<file path="config.mk">
export PLATFORM = sky130hd
export DESIGN_NAME = async_in_qual
export DESIGN_NICKNAME = d
export VERILOG_FILES = /design/src/rtl/aiq_pkg.sv /design/src/rtl/aiq_sync.sv /design/src/rtl/aiq_lvl_qual.sv /design/src/rtl/aiq_edge_qual.sv /design/src/rtl/aiq_ack_gate.sv /design/src/rtl/async_in_qual.sv
export SDC_FILE = /design/constraint.sdc
export NUM_CORES = 1
export LEC_CHECK = 0
export ABC_AREA = 0
export ABC_CLOCK_PERIOD_IN_PS = 1750
export BUFFER_PORTS_ARGS = -buffer_cell sky130_fd_sc_hd__buf_2
export CAP_MARGIN = 20
export CORE_MARGIN = 5
export CORE_UTILIZATION = 59
export CTS_BUF_LIST = sky130_fd_sc_hd__clkbuf_4
export CTS_CLUSTER_DIAMETER = 100
export DETAILED_ROUTE_END_ITERATION = 8
export GPL_ROUTABILITY_DRIVEN = 0
export PLACE_DENSITY = 0.78
export SLEW_MARGIN = 20
export SYNTH_ARGS = -nofsm -noshare
export SYNTH_HDL_FRONTEND = slang
export SYNTH_SLANG_ARGS = --single-unit
</file>
<file path="constraint.sdc">
create_clock -name clk -period 1.75 [get_ports clk]
set_clock_uncertainty 0.2 [all_clocks]
set_input_delay 0.35 -clock clk [delete_from_list [all_inputs] [get_ports clk]]
set_output_delay 0.35 -clock clk [all_outputs]
set_load 0.05 [all_outputs]
</file>
<file path="src/rtl/aiq_pkg.sv">
package aiq_pkg;

    // Phase of one edge-kind qualification channel
    typedef enum logic [1:0] {
        EQ_WAIT_LOW = 2'd0,   // collecting negated samples
        EQ_ARMED    = 2'd1,   // enough negated time seen
        EQ_HIGH     = 2'd2,   // collecting asserted samples while armed
        EQ_SPENT    = 2'd3    // event raised, waiting for negation
    } eq_phase_e;

    // Width needed to hold a count up to max_val (at least 1 bit)
    function automatic int unsigned cnt_width(input int unsigned max_val);
        return (max_val < 2) ? 1 : $clog2(max_val + 1);
    endfunction

endpackage

</file>
<file path="src/rtl/aiq_sync.sv">
// Multi-bit synchronizer: inverts active-low pins, then STAGES flops.
module aiq_sync #(
    parameter int unsigned W       = 4,
    parameter int unsigned STAGES  = 2,
    parameter bit          RST_VAL = 1'b0
) (
    input  logic         clk,
    input  logic         rst_n,
    input  logic [W-1:0] pin_n,
    output logic [W-1:0] sync_o
);

    typedef struct packed {
        logic [STAGES-1:0][W-1:0] pipe;
    } sync_st_t;

    sync_st_t st_d, st_q;

    always_comb begin
        st_d = st_q;
        st_d.pipe[0] = ~pin_n;
        for (int s = 1; s < STAGES; s++) begin
            st_d.pipe[s] = st_q.pipe[s-1];
        end
    end

    always_ff @(posedge clk or negedge rst_n) begin
        if (!rst_n) begin
            st_q <= {(STAGES*W){RST_VAL}};
        end else begin
            st_q <= st_d;
        end
    end

    assign sync_o = st_q.pipe[STAGES-1];

endmodule

</file>
<file path="src/rtl/aiq_lvl_qual.sv">
// Level qualification: output rises after HOLD consecutive asserted
// samples and falls on the first negated one.
module aiq_lvl_qual #(
    parameter int unsigned W    = 4,
    parameter int unsigned HOLD = 2
) (
    input  logic         clk,
    input  logic         rst_n,
    input  logic [W-1:0] sync_i,
    output logic [W-1:0] lvl_o
);

    localparam int unsigned    CW     = aiq_pkg::cnt_width(HOLD);
    localparam logic [CW-1:0]  HOLD_C = CW'(HOLD);
    localparam logic [CW-1:0]  ONE_C  = CW'(1);

    typedef struct packed {
        logic [CW-1:0] run;
        logic          lvl;
    } lq_ch_t;

    lq_ch_t [W-1:0] st_d, st_q;

    always_comb begin
        st_d = st_q;
        for (int i = 0; i < W; i++) begin
            if (!sync_i[i]) begin
                st_d[i].run = '0;
                st_d[i].lvl = 1'b0;
            end else begin
                if (st_q[i].run != HOLD_C) begin
                    st_d[i].run = st_q[i].run + ONE_C;
                end
                st_d[i].lvl = (st_d[i].run >= HOLD_C);
            end
        end
    end

    always_ff @(posedge clk or negedge rst_n) begin
        if (!rst_n) begin
            st_q <= '0;
        end else begin
            st_q <= st_d;
        end
    end

    always_comb begin
        for (int i = 0; i < W; i++) begin
            lvl_o[i] = st_q[i].lvl;
        end
    end

endmodule

</file>
<file path="src/rtl/aiq_edge_qual.sv">
// One edge-kind channel: LOW negated samples arm it, HIGH asserted
// samples while armed raise a single one-clock event.
module aiq_edge_qual #(
    parameter int unsigned LOW  = 2,
    parameter int unsigned HIGH = 2
) (
    input  logic clk,
    input  logic rst_n,
    input  logic sync_i,
    output logic evt_o
);

    import aiq_pkg::*;

    localparam int unsigned   MAXC   = (LOW > HIGH) ? LOW : HIGH;
    localparam int unsigned   CW     = cnt_width(MAXC);
    localparam logic [CW-1:0] LOW_C  = CW'(LOW);
    localparam logic [CW-1:0] HIGH_C = CW'(HIGH);
    localparam logic [CW-1:0] ONE_C  = CW'(1);

    typedef struct packed {
        eq_phase_e     phase;
        logic [CW-1:0] run;
        logic          evt;
    } eq_st_t;

    eq_st_t st_d, st_q;

    always_comb begin
        st_d     = st_q;
        st_d.evt = 1'b0;
        case (st_q.phase)
            EQ_WAIT_LOW: begin
                if (sync_i) begin
                    st_d.run = '0;
                end else begin
                    if (st_q.run != LOW_C) begin
                        st_d.run = st_q.run + ONE_C;
                    end
                    if (st_d.run >= LOW_C) begin
                        st_d.phase = EQ_ARMED;
                    end
                end
            end
            EQ_ARMED: begin
                if (sync_i) begin
                    if (HIGH <= 1) begin
                        st_d.evt   = 1'b1;
                        st_d.phase = EQ_SPENT;
                        st_d.run   = '0;
                    end else begin
                        st_d.run   = ONE_C;
                        st_d.phase = EQ_HIGH;
                    end
                end
            end
            EQ_HIGH: begin
                if (!sync_i) begin
                    st_d.run   = ONE_C;
                    st_d.phase = (LOW <= 1) ? EQ_ARMED : EQ_WAIT_LOW;
                end else begin
                    if (st_q.run != HIGH_C) begin
                        st_d.run = st_q.run + ONE_C;
                    end
                    if (st_d.run >= HIGH_C) begin
                        st_d.evt   = 1'b1;
                        st_d.phase = EQ_SPENT;
                        st_d.run   = '0;
                    end
                end
            end
            EQ_SPENT: begin
                if (!sync_i) begin
                    st_d.run   = ONE_C;
                    st_d.phase = (LOW <= 1) ? EQ_ARMED : EQ_WAIT_LOW;
                end
            end
            default: begin
                st_d.phase = EQ_WAIT_LOW;
                st_d.run   = '0;
            end
        endcase
    end

    always_ff @(posedge clk or negedge rst_n) begin
        if (!rst_n) begin
            st_q.phase <= EQ_WAIT_LOW;
            st_q.run   <= '0;
            st_q.evt   <= 1'b0;
        end else begin
            st_q <= st_d;
        end
    end

    assign evt_o = st_q.evt;

endmodule

</file>
<file path="src/rtl/aiq_ack_gate.sv">
// Synchronous-kind acknowledge: registered once, optionally forced on.
module aiq_ack_gate (
    input  logic clk,
    input  logic rst_n,
    input  logic ack_n_i,
    input  logic ignore_i,
    output logic ack_o
);

    typedef struct packed {
        logic ack;
    } ag_st_t;

    ag_st_t st_d, st_q;

    always_comb begin
        st_d     = st_q;
        st_d.ack = ignore_i | ~ack_n_i;
    end

    always_ff @(posedge clk or negedge rst_n) begin
        if (!rst_n) begin
            st_q <= '0;
        end else begin
            st_q <= st_d;
        end
    end

    assign ack_o = st_q.ack;

endmodule

</file>
<file path="src/rtl/async_in_qual.sv">
module async_in_qual #(
    parameter int unsigned N_LVL       = 4,
    parameter int unsigned N_EDGE      = 4,
    parameter int unsigned SYNC_STAGES = 2,
    parameter int unsigned LVL_HOLD    = 2,
    parameter int unsigned EDGE_LOW    = 2,
    parameter int unsigned EDGE_HIGH   = 2
) (
    input  logic              clk,
    input  logic              rst_n,
    input  logic [N_LVL-1:0]  lvl_pin_n,
    input  logic [N_EDGE-1:0] edge_pin_n,
    input  logic              wbe_ack_n,
    input  logic              wbe_ignore,
    output logic [N_LVL-1:0]  lvl_req_o,
    output logic [N_EDGE-1:0] evt_pulse_o,
    output logic              wbe_ack_o
);

    logic [N_LVL-1:0]  lvl_sync;
    logic [N_EDGE-1:0] edge_sync;

    // Level path: synchronizer starts negated
    aiq_sync #(
        .W       (N_LVL),
        .STAGES  (SYNC_STAGES),
        .RST_VAL (1'b0)
    ) u_lvl_sync (
        .clk    (clk),
        .rst_n  (rst_n),
        .pin_n  (lvl_pin_n),
        .sync_o (lvl_sync)
    );

    aiq_lvl_qual #(
        .W    (N_LVL),
        .HOLD (LVL_HOLD)
    ) u_lvl_qual (
        .clk    (clk),
        .rst_n  (rst_n),
        .sync_i (lvl_sync),
        .lvl_o  (lvl_req_o)
    );

    // Edge path: synchronizer starts asserted so reset never arms a channel
    aiq_sync #(
        .W       (N_EDGE),
        .STAGES  (SYNC_STAGES),
        .RST_VAL (1'b1)
    ) u_edge_sync (
        .clk    (clk),
        .rst_n  (rst_n),
        .pin_n  (edge_pin_n),
        .sync_o (edge_sync)
    );

    for (genvar g = 0; g < N_EDGE; g++) begin : g_edge
        aiq_edge_qual #(
            .LOW  (EDGE_LOW),
            .HIGH (EDGE_HIGH)
        ) u_qual (
            .clk    (clk),
            .rst_n  (rst_n),
            .sync_i (edge_sync[g]),
            .evt_o  (evt_pulse_o[g])
        );
    end

    aiq_ack_gate u_ack_gate (
        .clk      (clk),
        .rst_n    (rst_n),
        .ack_n_i  (wbe_ack_n),
        .ignore_i (wbe_ignore),
        .ack_o    (wbe_ack_o)
    );

endmodule

</file>
# [Word-level counts from Yosys, hierarchy flattened]
# Index checks and enable logic that the tools add are counted.
[word_totals] ff_bits=49 input_bits=12 out_inout_bits=9 word_cells=173
[op_classes] n_addsub=8 n_lt_le_gt_ge=12 n_eq_ne=40 muxes=72 n_bitwise=4 reduce_logical=12
[ops] operator="2-to-1 mux 2 bit" n=40
[ops] operator="one-hot mux 4 bit (4 select lines)" n=4
[ops] operator="2-to-1 mux 4 bit" n=12
[ops] operator="!= test 2 bit, second input constant" n=20
[ops] operator=">= comparator 2 bit, second input constant" n=12
[ops] operator="2-to-1 mux 5 bit" n=4
[ops] operator="AND reduction 5 bit" n=4
[ops] operator="adder 2 x 1 -> 2 bit, second input constant" n=8
[ops] operator="== test 2 bit, second input constant" n=8
[ops] operator="2-to-1 mux 3 bit" n=4
[ops] operator="!= test 3 x 2 -> 1 bit, second input constant" n=4
[ops] operator="== test 2 x 1 -> 1 bit, second input constant" n=4
[ops] operator="zero test 2 bit" n=4
[ops] operator="2-to-1 mux 1 bit" n=8
[ops] operator="!= test 2 x 1 -> 1 bit, second input constant" n=4
[ops] operator="inverter 4 bit" n=2
[ops] operator="AND reduction 2 bit" n=4
[ops] operator="inverter 1 bit" n=1
[ops] operator="bitwise OR 1 bit" n=1

# [Longest topological paths before layout]
[depth] word_depth=8 depth_mapped=5 depth_no_buf=5

# [Modules after synthesis]
# A second synthesis with hierarchy kept.
[hier_totals] cells_unflattened=154 area_unflattened_um2=1878.1
[by_module_without_submodules] mod="aiq_edge_qual" n_inst=4 cells_per_inst=24 area_per_inst_um2=261.5 seq_area_each_um2=125.1
[by_module_without_submodules] mod="aiq_lvl_qual" n_inst=1 cells_per_inst=32 area_per_inst_um2=360.3 seq_area_each_um2=200.2
[by_module_without_submodules] mod="aiq_sync (u_edge_sync)" n_inst=1 cells_per_inst=12 area_per_inst_um2=225.2 seq_area_each_um2=210.2
[by_module_without_submodules] mod="aiq_sync (u_lvl_sync)" n_inst=1 cells_per_inst=12 area_per_inst_um2=215.2 seq_area_each_um2=200.2
[by_module_without_submodules] mod="aiq_ack_gate" n_inst=1 cells_per_inst=2 area_per_inst_um2=31.3 seq_area_each_um2=25.0

# [Worst setup path after synthesis]
# OpenSTA, ideal clock, no wires.
[synth_timing] kind="reg2reg" start="reg g_edge[2].u_qual.st_q[2] in the netlist's numbering" end="reg g_edge[2].u_qual.st_q[2] in the netlist's numbering" setup_time_ns=0.083 arrival_time_ns=1.129 t_required_ns=1.467 path_slack_ns=0.338 path_stages_with_launch=5 n_path_buf=0 synth_period_minus_slack_ns=1.412 path_cell_list="dfrtp_1 -> inv_1 -> ha_1 -> or4b_1 -> o21ai_0"
[synth_between] elab_chain_len=8 elab_cells_between_ends=12 classes_between="add/sub (1); order compare (1); eq/ne (1); mux (9)"
[synth_lines] item="start, declared" line="aiq_edge_qual.sv:27" rtl="eq_st_t st_d, st_q;"
[synth_lines] item="start signal, assigned" line="aiq_edge_qual.sv:91" rtl="st_q <= st_d;"
[synth_lines] item="adder 2 x 1 -> 2 bit or != test 2 bit (tied branches)"
[synth_lines] item="2-to-1 mux 2 bit *" line="aiq_edge_qual.sv:37, aiq_edge_qual.sv:62"
[synth_lines] item="2-to-1 mux 2 bit" line="aiq_edge_qual.sv:58" rtl="if (!sync_i) begin"
[synth_lines] item="2-to-1 mux 2 bit" line="aiq_edge_qual.sv:32" rtl="case (st_q.phase)"
[synth_lines] item=">= comparator 2 bit" line="aiq_edge_qual.sv:65" rtl="if (st_d.run >= HIGH_C) begin"
[synth_lines] item="2-to-1 mux 5 bit" line="aiq_edge_qual.sv:65"
[synth_lines] item="2-to-1 mux 4 bit" line="aiq_edge_qual.sv:58"
[synth_lines] item="one-hot mux 4 bit (4 select lines) *" line="aiq_edge_qual.sv:32"
# Every way passes the cells marked *; elsewhere a longest branch is shown, timed or not. The select of a mux whose other input is x is not followed.
# A chain may end at the register's enable or synchronous reset.

# [Worst setup path in the final report]
# Ends and elaborated chain as after synthesis.

==> results.cfg <==
[worst_setup_path]
crit_required_ns = 1.81
reg2reg_from = g_edge[2].u_qual.st_q[2]
worstPathCellList = inv_1, ha_1, or4b_1, o21ai_0
start_kind = register
rr_endpoint = g_edge[2].u_qual.st_q[2]
crit_fanout = 3
crit_type = register to register
ff2ff_setup_slack_ns = 0.23
reg2reg_depth = 4
worstPathArrival_ns = 1.58
slowest_stage = or4b_1
worstSetupEndpointType = register
cpPeakStageDelay_ns = 0.43

[detailed_routing]
routedWlPerCell_um = 12.00
antenna_left = 0
drt_wl_total_um = 2843
first_iter_violations = 49
route.detailed.drc = 0
vias_per_cell = 4.844
vias = 1148
drtPass1Iterations = 4

[floorplanning]
fp.dieH_um = 66.20
core_region_area_um2 = 3053
die_area_um2 = 4382
start_util_pct = 61.02
rows = 20
io_pins = 21
die_x_um = 66.20

[clock_network]
cts_buffers = 5
cts.path.max_buffers = 2
clk_latency_ns = 0.35
post_cts_resized = 0
cts_tree = yes
clock-sinks = 45
cts-root-buf = clkbuf_4
path_clk_slew_ns = 0.12
htreeDepth = 2

[global_route]
overflow = 0
grt_pass1_wl_um = 5313
grt_max_degree = 46
grt_pass1_vias = 1299
antenna_found_initial = 0
grt_use_total_pct = 16.32

[sta]
finalSetupTns_ns = 0
post-route-min-period_ns = 1.519
relSlewSlack_pct = 83.62
rsz0062_at_grt = false
slew_viol_final = 0
setup_viol = 0
hold_viol = 0
fin_crit_sh_pct = 86.80
worstMarginPinSlew_ns = 0.2422
max_freq_mhz = 658.3

[synthesis]
synth_largest_area_cell = dfrtp_1
synth_nets = 186
ys_top_cells_by_area = dfrtp_1 (50%), dfstp_2 (11%), ha_1 (8.1%), inv_1 (5.8%), buf_4 (3.2%)
synth_top_area_share_pct = 49.70
synth_cell_types = 29
ys_top_cells_by_count = dfrtp_1 (37), inv_1 (29), nor2_1 (16)
postSynthCellCount = 162
syn_area_um2 = 1863
ys_seq_area_share_pct = 60.98
synth-main-ff-cell = dfrtp_1
ys_ff_latch = 45
async_flop_share_pct = 100.0
synth-edff-count = 0
yosysMostFrequentCell = dfrtp_1
avgSynthCellArea_um2 = 11.50
yosys_warnings = 0

[layout]
n_fill_cell = 219
drive_above_1_share_pct = 19.69
instances_no_fill = 237
diodes = 0
fin_nets = 216
multi_input_area_um2 = 553.0
register_area_um2 = 1136
syn_to_final_growth_pct = 14.84

[min_path]
worst_hold_path_type = register to register
whs_path_depth = 0
worstHoldStart = u_lvl_sync.st_d[6]
holdPathEnd = u_lvl_sync.sync_o[2]

[placed_design]
placed_cells_incl_taps = 218
portBuffers = 20
place_hpwl_um = 1949

[pwr]
powerDensity_nw_per_um2 = 1348
ir_drop_mv = 0.6883
leakage_nw = 1.075

[outcome]
status = completed

[flow_run]
maxCapViolCount = 0
## timing repair
action,CTS,global route
endpoints found under the hold margin,52,0
buffers inserted,0,0
hold buffers,11,0
## stage by stage
step                power, mW  hold slack [ns]  utilization (%)  setup WS (ns)  area [µm²]
finish                  2.883           0.1622            70.08         0.2309        2140
global placement        2.298           0.1328            64.63         0.3209        1973
detailed placement      2.411           0.1381            64.63         0.2261        1973
floorplan               2.198          -0.1456                -         0.3380        1863
CTS                     2.910           0.1651            70.08         0.2083        2140
global route            3.138           0.1722            70.08         0.1333        2140
## logic make-up (layout without fill, tap and decap cells)
logic type	after synthesis	count (layout)	share of synthesized area [%]
and+or+nand+nor	48	48	14.57
xor gates and xnor gates	3	3	1.411
DFF	45	45	60.98
muxes	1	1	0.5373
buffers and inverters	38	69	9.335
adders and majority gates	12	12	8.059
AOI/OAI and AO/OA	15	15	5.105
## layout make-up
cell class / instances / area share (%)
Clock buffer: 6 / 2.105
Clock inverter: 2 / 0.5263
Timing Repair Buffer: 32 / 10.76
Multi-Input combinational cell: 79 / 25.85
Inverter: 29 / 5.088
Tap cell: 44 / 2.573
Sequential cell: 45 / 53.10
## power by group
part,switching (mW),internal [mW]
Sequential,0.192,1.28
Clock,0.304,0.169
Combinational,0.532,0.409
## metal layers
layer  vias to the layer above  wire [µm]  GRT usage (%)
met5                         -          0              0
met4                         0         92          9.898
met3                        11        105          4.252
met2                        21       1521          29.62
met1                       553       1123          16.39
li1                        563          -              -
## placed cells by master (no fill, tap or decap), types with 2 or more instances in the layout
master / count
dfrtp_1: 37
inv_1: 29
buf_2: 20
nor2_1: 16
ha_1: 12
dlygate4sd3_1: 11
o21ai_0: 9
and2_1: 8
dfstp_2: 8
clkbuf_4: 6
nand2_1: 5
nor2b_1: 4
xor2_1: 3
and4b_1: 2
nand2b_1: 2
nand3_1: 2
or4b_1: 2
and2b_1: 2
## worst max path at each step
stage | slack (ns) | start | to
2_1_floorplan | 0.34 | g_edge[2].u_qual.st_q[2] | g_edge[2].u_qual.st_q[2]
3_3_place_gp | 0.32 | g_edge[2].u_qual.st_q[2] | g_edge[2].u_qual.st_q[2]
3_5_place_dp | 0.23 | g_edge[2].u_qual.st_q[2] | g_edge[2].u_qual.st_q[2]
4_1_cts | 0.21 | g_edge[2].u_qual.st_q[2] | g_edge[2].u_qual.st_q[2]
5_1_grt | 0.13 | g_edge[3].u_qual.st_q[2] | g_edge[3].u_qual.st_q[2]
6_report | 0.23 | g_edge[2].u_qual.st_q[2] | g_edge[2].u_qual.st_q[2]
## state kept, by name, indices dropped and copies added (netlist names), 4 cells and up
signal,count
u_lvl_qual.lvl_o,4
u_edge_sync.st_d,4
g_edge.u_qual.st_q,16
u_lvl_qual.st_q,4
u_lvl_sync.sync_o,4
u_lvl_sync.st_d,4
g_edge.u_qual.evt_o,4
u_edge_sync.sync_o,4
## worst max-delay path: cells and delay by family (launching register included)
kind,cells,cell delay [ns]
flops,1,0.37
simple gates,1,0.43
fa+ha+maj,1,0.30
compound gates,1,0.09
buf+inv,1,0.06
No activity file was read; power rests on OpenSTA's default activity.
